--- config.mk ---
export PLATFORM = sky130hd
export DESIGN_NAME = pin_notify_unit
export DESIGN_NICKNAME = d
export VERILOG_FILES = /design/src/rtl/pin_pkg.sv /design/src/rtl/pin_prio_enc.sv /design/src/rtl/pin_onehot_dec.sv /design/src/rtl/pin_notify_unit.sv
export SDC_FILE = /design/constraint.sdc
export NUM_CORES = 1
export LEC_CHECK = 0
export BUFFER_PORTS_ARGS = -buffer_cell sky130_fd_sc_hd__buf_4
export CORE_AREA = 2 2 225 227
export CTS_CLUSTER_DIAMETER = 150
export DETAILED_ROUTE_END_ITERATION = 8
export DIE_AREA = 0 0 227 229
export GPL_TIMING_DRIVEN = 0
export PLACE_DENSITY_LB_ADDON = 0.05
export SETUP_SLACK_MARGIN = 0.1
export SYNTH_ARGS = -nofsm -noshare
export SYNTH_HDL_FRONTEND = slang
export SYNTH_SLANG_ARGS = --single-unit
--- constraint.sdc ---
create_clock -name clk -period 3.85 [get_ports clk]
set_input_delay 0.5775 -clock clk [delete_from_list [all_inputs] [get_ports clk]]
set_output_delay 0.5775 -clock clk [all_outputs]
set_load 0.05 [all_outputs]
--- src/rtl/pin_pkg.sv ---
package pin_pkg;
    localparam int unsigned VEC_W = 8;

    typedef enum logic [2:0] {
        ST_IDLE,
        ST_EXIT,
        ST_CLR,
        ST_EOI,
        ST_MERGE,
        ST_EVAL
    } pin_state_e;

    typedef struct packed {
        pin_state_e       state;
        logic [VEC_W-1:0] vec;
        logic             on;
        logic [VEC_W-1:0] rvi;
    } pin_ctl_t;
endpackage

--- src/rtl/pin_prio_enc.sv ---
module pin_prio_enc #(
    parameter int unsigned W  = 256,
    parameter int unsigned IW = $clog2(W)
) (
    input  logic [W-1:0]  vec,
    output logic [IW-1:0] idx,
    output logic          valid
);
    always_comb begin
        idx   = '0;
        valid = 1'b0;
        for (int i = 0; i < W; i++) begin
            if (vec[i]) begin
                idx   = IW'(i);
                valid = 1'b1;
            end
        end
    end
endmodule

--- src/rtl/pin_onehot_dec.sv ---
module pin_onehot_dec #(
    parameter int unsigned IW = 8,
    parameter int unsigned W  = 1 << IW
) (
    input  logic          en,
    input  logic [IW-1:0] sel,
    output logic [W-1:0]  mask
);
    for (genvar g = 0; g < W; g++) begin : g_bit
        assign mask[g] = en && (sel == IW'(g));
    end
endmodule

--- src/rtl/pin_notify_unit.sv ---
module pin_notify_unit #(
    parameter int unsigned VEC_W = pin_pkg::VEC_W,
    localparam int unsigned NVEC = 1 << VEC_W
) (
    input  logic             clk,
    input  logic             rst_n,
    input  logic [VEC_W-1:0] cfg_notify_vec,
    input  logic             ack_valid,
    input  logic [VEC_W-1:0] ack_vector,
    output logic             ack_ready,
    output logic             busy,
    output logic             exit_valid,
    output logic [VEC_W-1:0] exit_vector,
    output logic             eoi_wr,
    output logic [VEC_W-1:0] eoi_data,
    output logic             eval_strobe,
    input  logic             post_valid,
    input  logic [VEC_W-1:0] post_bit,
    output logic             post_ready,
    output logic             desc_on,
    output logic [NVEC-1:0]  desc_pir,
    output logic [NVEC-1:0]  virr,
    output logic [VEC_W-1:0] rvi
);
    import pin_pkg::*;

    typedef struct packed {
        pin_state_e       state;
        logic [VEC_W-1:0] vec;
        logic             on;
        logic [VEC_W-1:0] rvi;
    } ctl_t;

    ctl_t            ctl_d, ctl_q;
    logic [NVEC-1:0] pir_d, pir_q;
    logic [NVEC-1:0] virr_d, virr_q;

    logic [NVEC-1:0]  post_mask;
    logic [VEC_W-1:0] top_idx;
    logic             top_valid;
    logic             post_fire;

    assign post_ready = (ctl_q.state != ST_MERGE);
    assign post_fire  = post_valid && post_ready;

    pin_onehot_dec #(.IW(VEC_W), .W(NVEC)) u_dec (
        .en   (post_fire),
        .sel  (post_bit),
        .mask (post_mask)
    );

    pin_prio_enc #(.W(NVEC), .IW(VEC_W)) u_enc (
        .vec   (pir_q),
        .idx   (top_idx),
        .valid (top_valid)
    );

    always_comb begin
        ctl_d  = ctl_q;
        pir_d  = pir_q;
        virr_d = virr_q;
        unique case (ctl_q.state)
            ST_IDLE: begin
                if (ack_valid) begin
                    ctl_d.vec   = ack_vector;
                    ctl_d.state = (ack_vector == cfg_notify_vec) ? ST_CLR : ST_EXIT;
                end
            end
            ST_EXIT: ctl_d.state = ST_IDLE;
            ST_CLR: begin
                ctl_d.on    = 1'b0;
                ctl_d.state = ST_EOI;
            end
            ST_EOI: ctl_d.state = ST_MERGE;
            ST_MERGE: begin
                virr_d = virr_q | pir_q;
                pir_d  = '0;
                if (top_valid && (top_idx > ctl_q.rvi)) begin
                    ctl_d.rvi = top_idx;
                end
                ctl_d.state = ST_EVAL;
            end
            ST_EVAL: ctl_d.state = ST_IDLE;
            default: ctl_d.state = ST_IDLE;
        endcase
        if (post_fire) begin
            pir_d    = pir_d | post_mask;
            ctl_d.on = 1'b1;
        end
    end

    always_ff @(posedge clk) begin
        if (!rst_n) begin
            ctl_q  <= '{state: ST_IDLE, vec: '0, on: 1'b0, rvi: '0};
            pir_q  <= '0;
            virr_q <= '0;
        end else begin
            ctl_q  <= ctl_d;
            pir_q  <= pir_d;
            virr_q <= virr_d;
        end
    end

    assign ack_ready   = (ctl_q.state == ST_IDLE);
    assign busy        = (ctl_q.state != ST_IDLE);
    assign exit_valid  = (ctl_q.state == ST_EXIT);
    assign exit_vector = ctl_q.vec;
    assign eoi_wr      = (ctl_q.state == ST_EOI);
    assign eoi_data    = '0;
    assign eval_strobe = (ctl_q.state == ST_EVAL);
    assign desc_on     = ctl_q.on;
    assign desc_pir    = pir_q;
    assign virr        = virr_q;
    assign rvi         = ctl_q.rvi;
endmodule

======== Yosys cells after proc, flatten, opt, wreduce, memory -nomap -nowiden ========
Index checks and enable logic that the tools add are counted.
storage, ports and cells
  register bits after elaboration ......... 532
  logic and storage cells ................. 1054
  bits of input ports ..................... 28
cells by class
  multiplexer cells ....................... 518
  bitwise logic cells ..................... 2
  $lt $le $gt $ge ......................... 1
  reduce and logical (&&, ||, !) cells .... 264
  eq/ne operators ......................... 263
operators by type and width
  operator                                       number
  == test 8 bit, second input constant           128
  two-way mux 8 bit                              128
  == test 8 x 7 -> 1 bit, second input constant  64
  two-way mux 256 bit                            2
  bitwise OR 256 bit                             2
  two-way mux 7 bit                              64
  two-way mux 1 bit                              259
  logical AND 1 bit                              258
  == test 8 x 6 -> 1 bit, second input constant  32
  two-way mux 6 bit                              32
  == test 8 x 5 -> 1 bit, second input constant  16
  two-way mux 5 bit                              16
  == test 8 x 4 -> 1 bit, second input constant  8
  == test 8 x 3 -> 1 bit, second input constant  4
  two-way mux 4 bit                              8
  == test 8 x 2 -> 1 bit, second input constant  2
  two-way mux 3 bit                              4
  one-hot mux 3 bit (4 select lines)             1
  two-way mux 11 bit                             1
  == test 8 x 1 -> 1 bit, second input constant  1
  == test 8 bit                                  1
  greater-than comparator 8 bit                  1
  logical NOT 8 bit                              1
  == test 3 x 2 -> 1 bit, second input constant  2
  other kinds (9)                                13

======== Longest topological paths before layout ========
  word-level depth ........................ 258
  mapped depth ............................ 18
  depth with buffers taken out ............ 17

======== Hierarchy ========
From an unflattened synthesis, not the netlist that was laid out.
second synthesis, totals
  cell total of the unflattened synthesis .. 2785
  area total of the unflattened synthesis .. 21963.6 µm²
modules (own cells, without submodules)
  module           area each (µm²)  times used  cells each
  pin_notify_unit  16519.6          1           1811
  pin_prio_enc     3344.5           1           601
  pin_onehot_dec   2099.5           1           373

======== Worst setup path before layout ========
Ideal clock, no wire load.
  path type ............................... reg2reg
  from .................................... register pir_q[88], in the netlist desc_pir[88]
  to ...................................... register ctl_q (netlist bit rvi[7])
  data required time ...................... 3.762 ns
  setup slack ............................. 0.129 ns
  period minus slack after synthesis ...... 3.721 ns
  cell stages (with the launch flop) ...... 14
  arrival ................................. 3.633 ns
  path buffers ............................ 1
  cells stage by stage .................... dfxtp_1 or4_1 or4b_4 o41ai_1 a21oi_1 o211ai_1 ha_1 a21o_1 a21o_1 a21oi_1 o21ai_0 o211a_4 buf_6 a311oi_2
on the way
  cells in the longest elaborated chain, start to end .. 171
  elaborated cells between the ends (all ways) .. 339
  classes of those cells .................. 1 x order compare; 336 x mux; 2 x reduce/logical
RTL lines
  item                                  RTL line               text
  start, declared                       pin_notify_unit.sv:35  logic [NVEC-1:0] pir_d, pir_q;
  start signal, assigned                pin_notify_unit.sv:99  pir_q <= pir_d;
  two-way mux 7 bit (40 in series)      pin_prio_enc.sv:13     if (vec[i]) begin
  two-way mux 8 bit (128 in series)     pin_prio_enc.sv:13
  named net top_idx[5]                  pin_notify_unit.sv:39  logic [VEC_W-1:0] top_idx;
  greater-than comparator 8 bit         pin_notify_unit.sv:78  if (top_valid && (top_idx > ctl_q.rvi)) begin
  logical AND 1 bit                     pin_notify_unit.sv:78
  AND reduction 2 bit (no source line)  -
  end signal, assigned                  pin_notify_unit.sv:94  ctl_q <= '{state: ST_IDLE, vec: '0, on: 1'b0, rvi: '0};
  end signal, assigned                  pin_notify_unit.sv:98  ctl_q <= ctl_d;
  end, declared                         pin_notify_unit.sv:34  ctl_t ctl_d, ctl_q;
The timed path passes the listed nets, and every way through them passes these cells.
A chain may end at the register's enable or synchronous reset.

======== Worst setup path in the final report ========
  from .................................... register pir_q[191], in the netlist desc_pir[191]
  to ...................................... register ctl_q (netlist bit rvi[4])
on the way
  cells in the longest elaborated chain, start to end .. 68
  elaborated cells between the ends (all ways) .. 133
  classes of those cells .................. 1 x order compare; 130 x mux; 2 x reduce/logical
RTL lines
  item                                  RTL line
  two-way mux 8 bit (65 in series)      pin_prio_enc.sv:13
  named net top_idx[1]                  pin_notify_unit.sv:39
  greater-than comparator 8 bit         pin_notify_unit.sv:78
  logical AND 1 bit                     pin_notify_unit.sv:78
  AND reduction 2 bit (no source line)  -
The timed path passes the listed nets, and every way through them passes these cells.

==> results.yml <==
run_status:
  status: "finished, final reports clean"
clocking:
  clock_sinks: 532
  root_buffer: "clkbuf_16"
  cts_hold_buf: 0
  cts.htree.levels: 2
  path_clk_slew_ns: 0.06
  clk_latency_ns: 0.61
  cts_tree: "done"
  clockBufferDepth: 3
  cts_buffers: 55
synthesis:
  ys_dominant_reg_cell: "dfxtp_1"
  yosysSeqAreaShare: 0.5108
  synth_top_area_share: 0.5108
  async_reset_ff_frac: 0
  synth_top_area_cell: "dfxtp_1"
  yosysWarnings: 0
  syn_area_mm2: 0.02085
  synth_edf_count: 0
  ys_top_cells_by_area: "dfxtp_1 51%, nor2_1 12%, a22oi_1 9.1%"
  syn_area_per_cell_um2: 8.327
  synth_cell_types: 67
  synth-seq-cells: 532
  syn_inst: 2504
setup_path:
  crit_arrival_ns: 4.28
  path_max_fanout: 7
  critPathLaunchType: "register"
  critPathCaptureType: "register"
  required_ns: 4.30
  critical_path_class: "reg2reg"
sta:
  worst_slack_ns: 0.02727
  worstMarginPinSlew_ns: 1.342
  fmax_ghz: 0.2616
  slew_viol_final: 0
  final.setup.tns_ns: 0
  grt_setup_unrepaired: "yes"
  finClkSkew_ns: 0.02522
  finalCritPeriodShare: 0.9929
  period_minus_slack_ns: 3.823
  relSlewSlack: 0.1054
  hold_viol_final: 0
  finalSetupViolations: 0
placed_design:
  dpl-instance-area_mm2: 0.02594
  port_buffers: 562
  pre_cts_ws_ns: -0.4379
  globalplace.congestion: 0.9094
  hpwl_um: 62810
routing:
  wire_per_inst_um: 22.47
  vias: 22140
  first_iter_violations: 1931
  antenna_left: 0
  dr.pass1.iters: 6
  totalWireLength_um: 86700
  drc: 0
  vias_per_cell: 5.737
global_routing:
  grt_pass1_wl_um: 126400
  grt_max_degree: 14
  antenna_found_initial: 0
  grt_pass1_vias: 20440
  grt.overflow.total: 0
  track_usage: 0.3161
cells_and_area:
  fin_util: 0.5683
  areaGrowthSynthToFinish_pct: 35.35
  final_cell_area_mm2: 0.02822
  fill_cells: 4703
  nets: 3185
  drive_gt1_frac: 0.2379
floorplanning:
  dieWidth_um: 227
  floorplan.initialDensity: 0.4199
  fp.dieH_um: 229
  io_pins: 571
  num_rows: 82
  core_mm2: 0.04966
  die-area_mm2: 0.05198
power:
  powerDensity_mw_per_mm2: 400.7
  power_mw: 11.31
  irDropWorstVdd_mv: 0.3027
  leakage_nw: 11.93
job:
  maxCapViolations: 0
worst_hold_path:
  hold_path_class: "in2reg"
[path summary, 6_finish.rpt]
path | start | to | slack [ns] | cells after the start
min | ack_vector[6] | exit_vector[6] | 0.25 | 3
min reg2reg | exit_vector[6] | exit_vector[6] | 0.46 | 2
max | desc_pir[191] | rvi[4] | 0.03 | 17
max reg2reg | desc_pir[191] | rvi[4] | 0.03 | 17
[synthesized netlist by cell type, drive strengths merged (4+ instances only)]
cell	n
and2	4
dfxtp	532
o211ai	10
o311a	4
nor3	64
o21a	4
inv	60
nor2	646
nand2b	19
o311ai	4
or4	32
nor4	66
xor2	8
clkbuf	147
a32oi	4
a22oi	252
or3	4
and3	4
a311oi	4
nand3	17
o21ai	50
buf	27
nand4	8
o21bai	12
a21oi	332
and4	4
nand2	70
o31ai	17
a2111oi	9
a31oi	9
ha	8
nor2b	14
a211oi	13
[placed cells by master (no fill, tap or decap), types with 14 or more instances in the layout]
cell       synthesis  routed
nor2_1           646     644
buf_4             24     602
dfxtp_1          532     522
a21oi_1          332     329
a22oi_1          252     252
clkbuf_1         147     161
nand2_1           70      70
inv_1             59      59
nor3_1            63      57
clkbuf_16          0      56
nor4_1            66      53
o21ai_0           50      42
or4_1             29      25
nand2b_1          19      19
nand3_1           17      17
o31ai_1           17      17
clkbuf_8           0      15
nor2b_1           14      14
[metrics by stage]
step                hold slack, ns  instances
floorplan                   0.4367       2511
global placement            0.4435       3745
finish                      0.2522       3859
CTS                         0.2204       3840
global route                0.2464       3858
detailed placement          0.4523       3745
[area by class of cell]
cell class | instances | area (um2) | share of cell area
clock buffer | 86 | 1643 | 0.05822
tap | 672 | 840.8 | 0.02980
timing repair buffer | 581 | 4380 | 0.1552
multi-input combinational | 1744 | 9618 | 0.3408
inverter | 61 | 229.0 | 0.008114
antenna | 1 | 2.502 | 0.00008868
buffer | 174 | 762.0 | 0.02700
sequential | 532 | 10680 | 0.3783
clock inverter | 8 | 68.82 | 0.002439
[cells by family (layout without fill, tap and decap cells)]
logic type	after synthesis	after routing	share of synthesized area
and+or+nand+nor	966	966	0.2043
AOI/OAI and AO/OA	752	752	0.2286
DFF	532	532	0.5108
buffers and inverters	235	910	0.04699
adders and majority gates	8	8	0.004801
xor gates and xnor gates	8	8	0.003361
muxes	2	2	0.0009602
other	1	9	0.0001799
[critical path: stages, from the launching register on]
cell and delay, ns:
dfxtp_1 0.37, or2_2 0.31, a211oi_1 0.28, o311ai_1 0.21
o2111ai_2 0.44, a21oi_1 0.20, a2111oi_4 0.38, nor2_1 0.10
ha_1 0.30, nor2b_1 0.14, o21ai_1 0.07, nand2b_1 0.08
a21oi_2 0.06, o21ai_1 0.16, o211a_4 0.22, buf_4 0.13
o311a_1 0.18, nor3_2 0.04
[power by group]
group / switching [mW] / internal, mW
registers: 0.0180 / 5.51
logic: 0.413 / 0.192
clock network: 2.21 / 2.96
[flip-flops by register name, summed over array words and instances, names as in the netlist]
name,cells
desc_pir,256
virr,256
rvi,8
desc_on,1
ctl_q,3
exit_vector,8
[per-layer routing]
metal	global-route usage	vias to the layer above	wire, um
li1	-	10190	-
met1	0.4119	10710	35480
met2	0.5276	1072	41200
met3	0.06312	168	7486
met4	0.09395	0	2526
met5	0	-	0
[timing repair]
item	CTS	global route
setup buffers	1	16
pin swaps	8	23
cloned	0	1
endpoints found under the setup margin	29	23
hold endpoints to repair	0	0
resized for setup	46	49
Power figures use the tool's default switching activity.
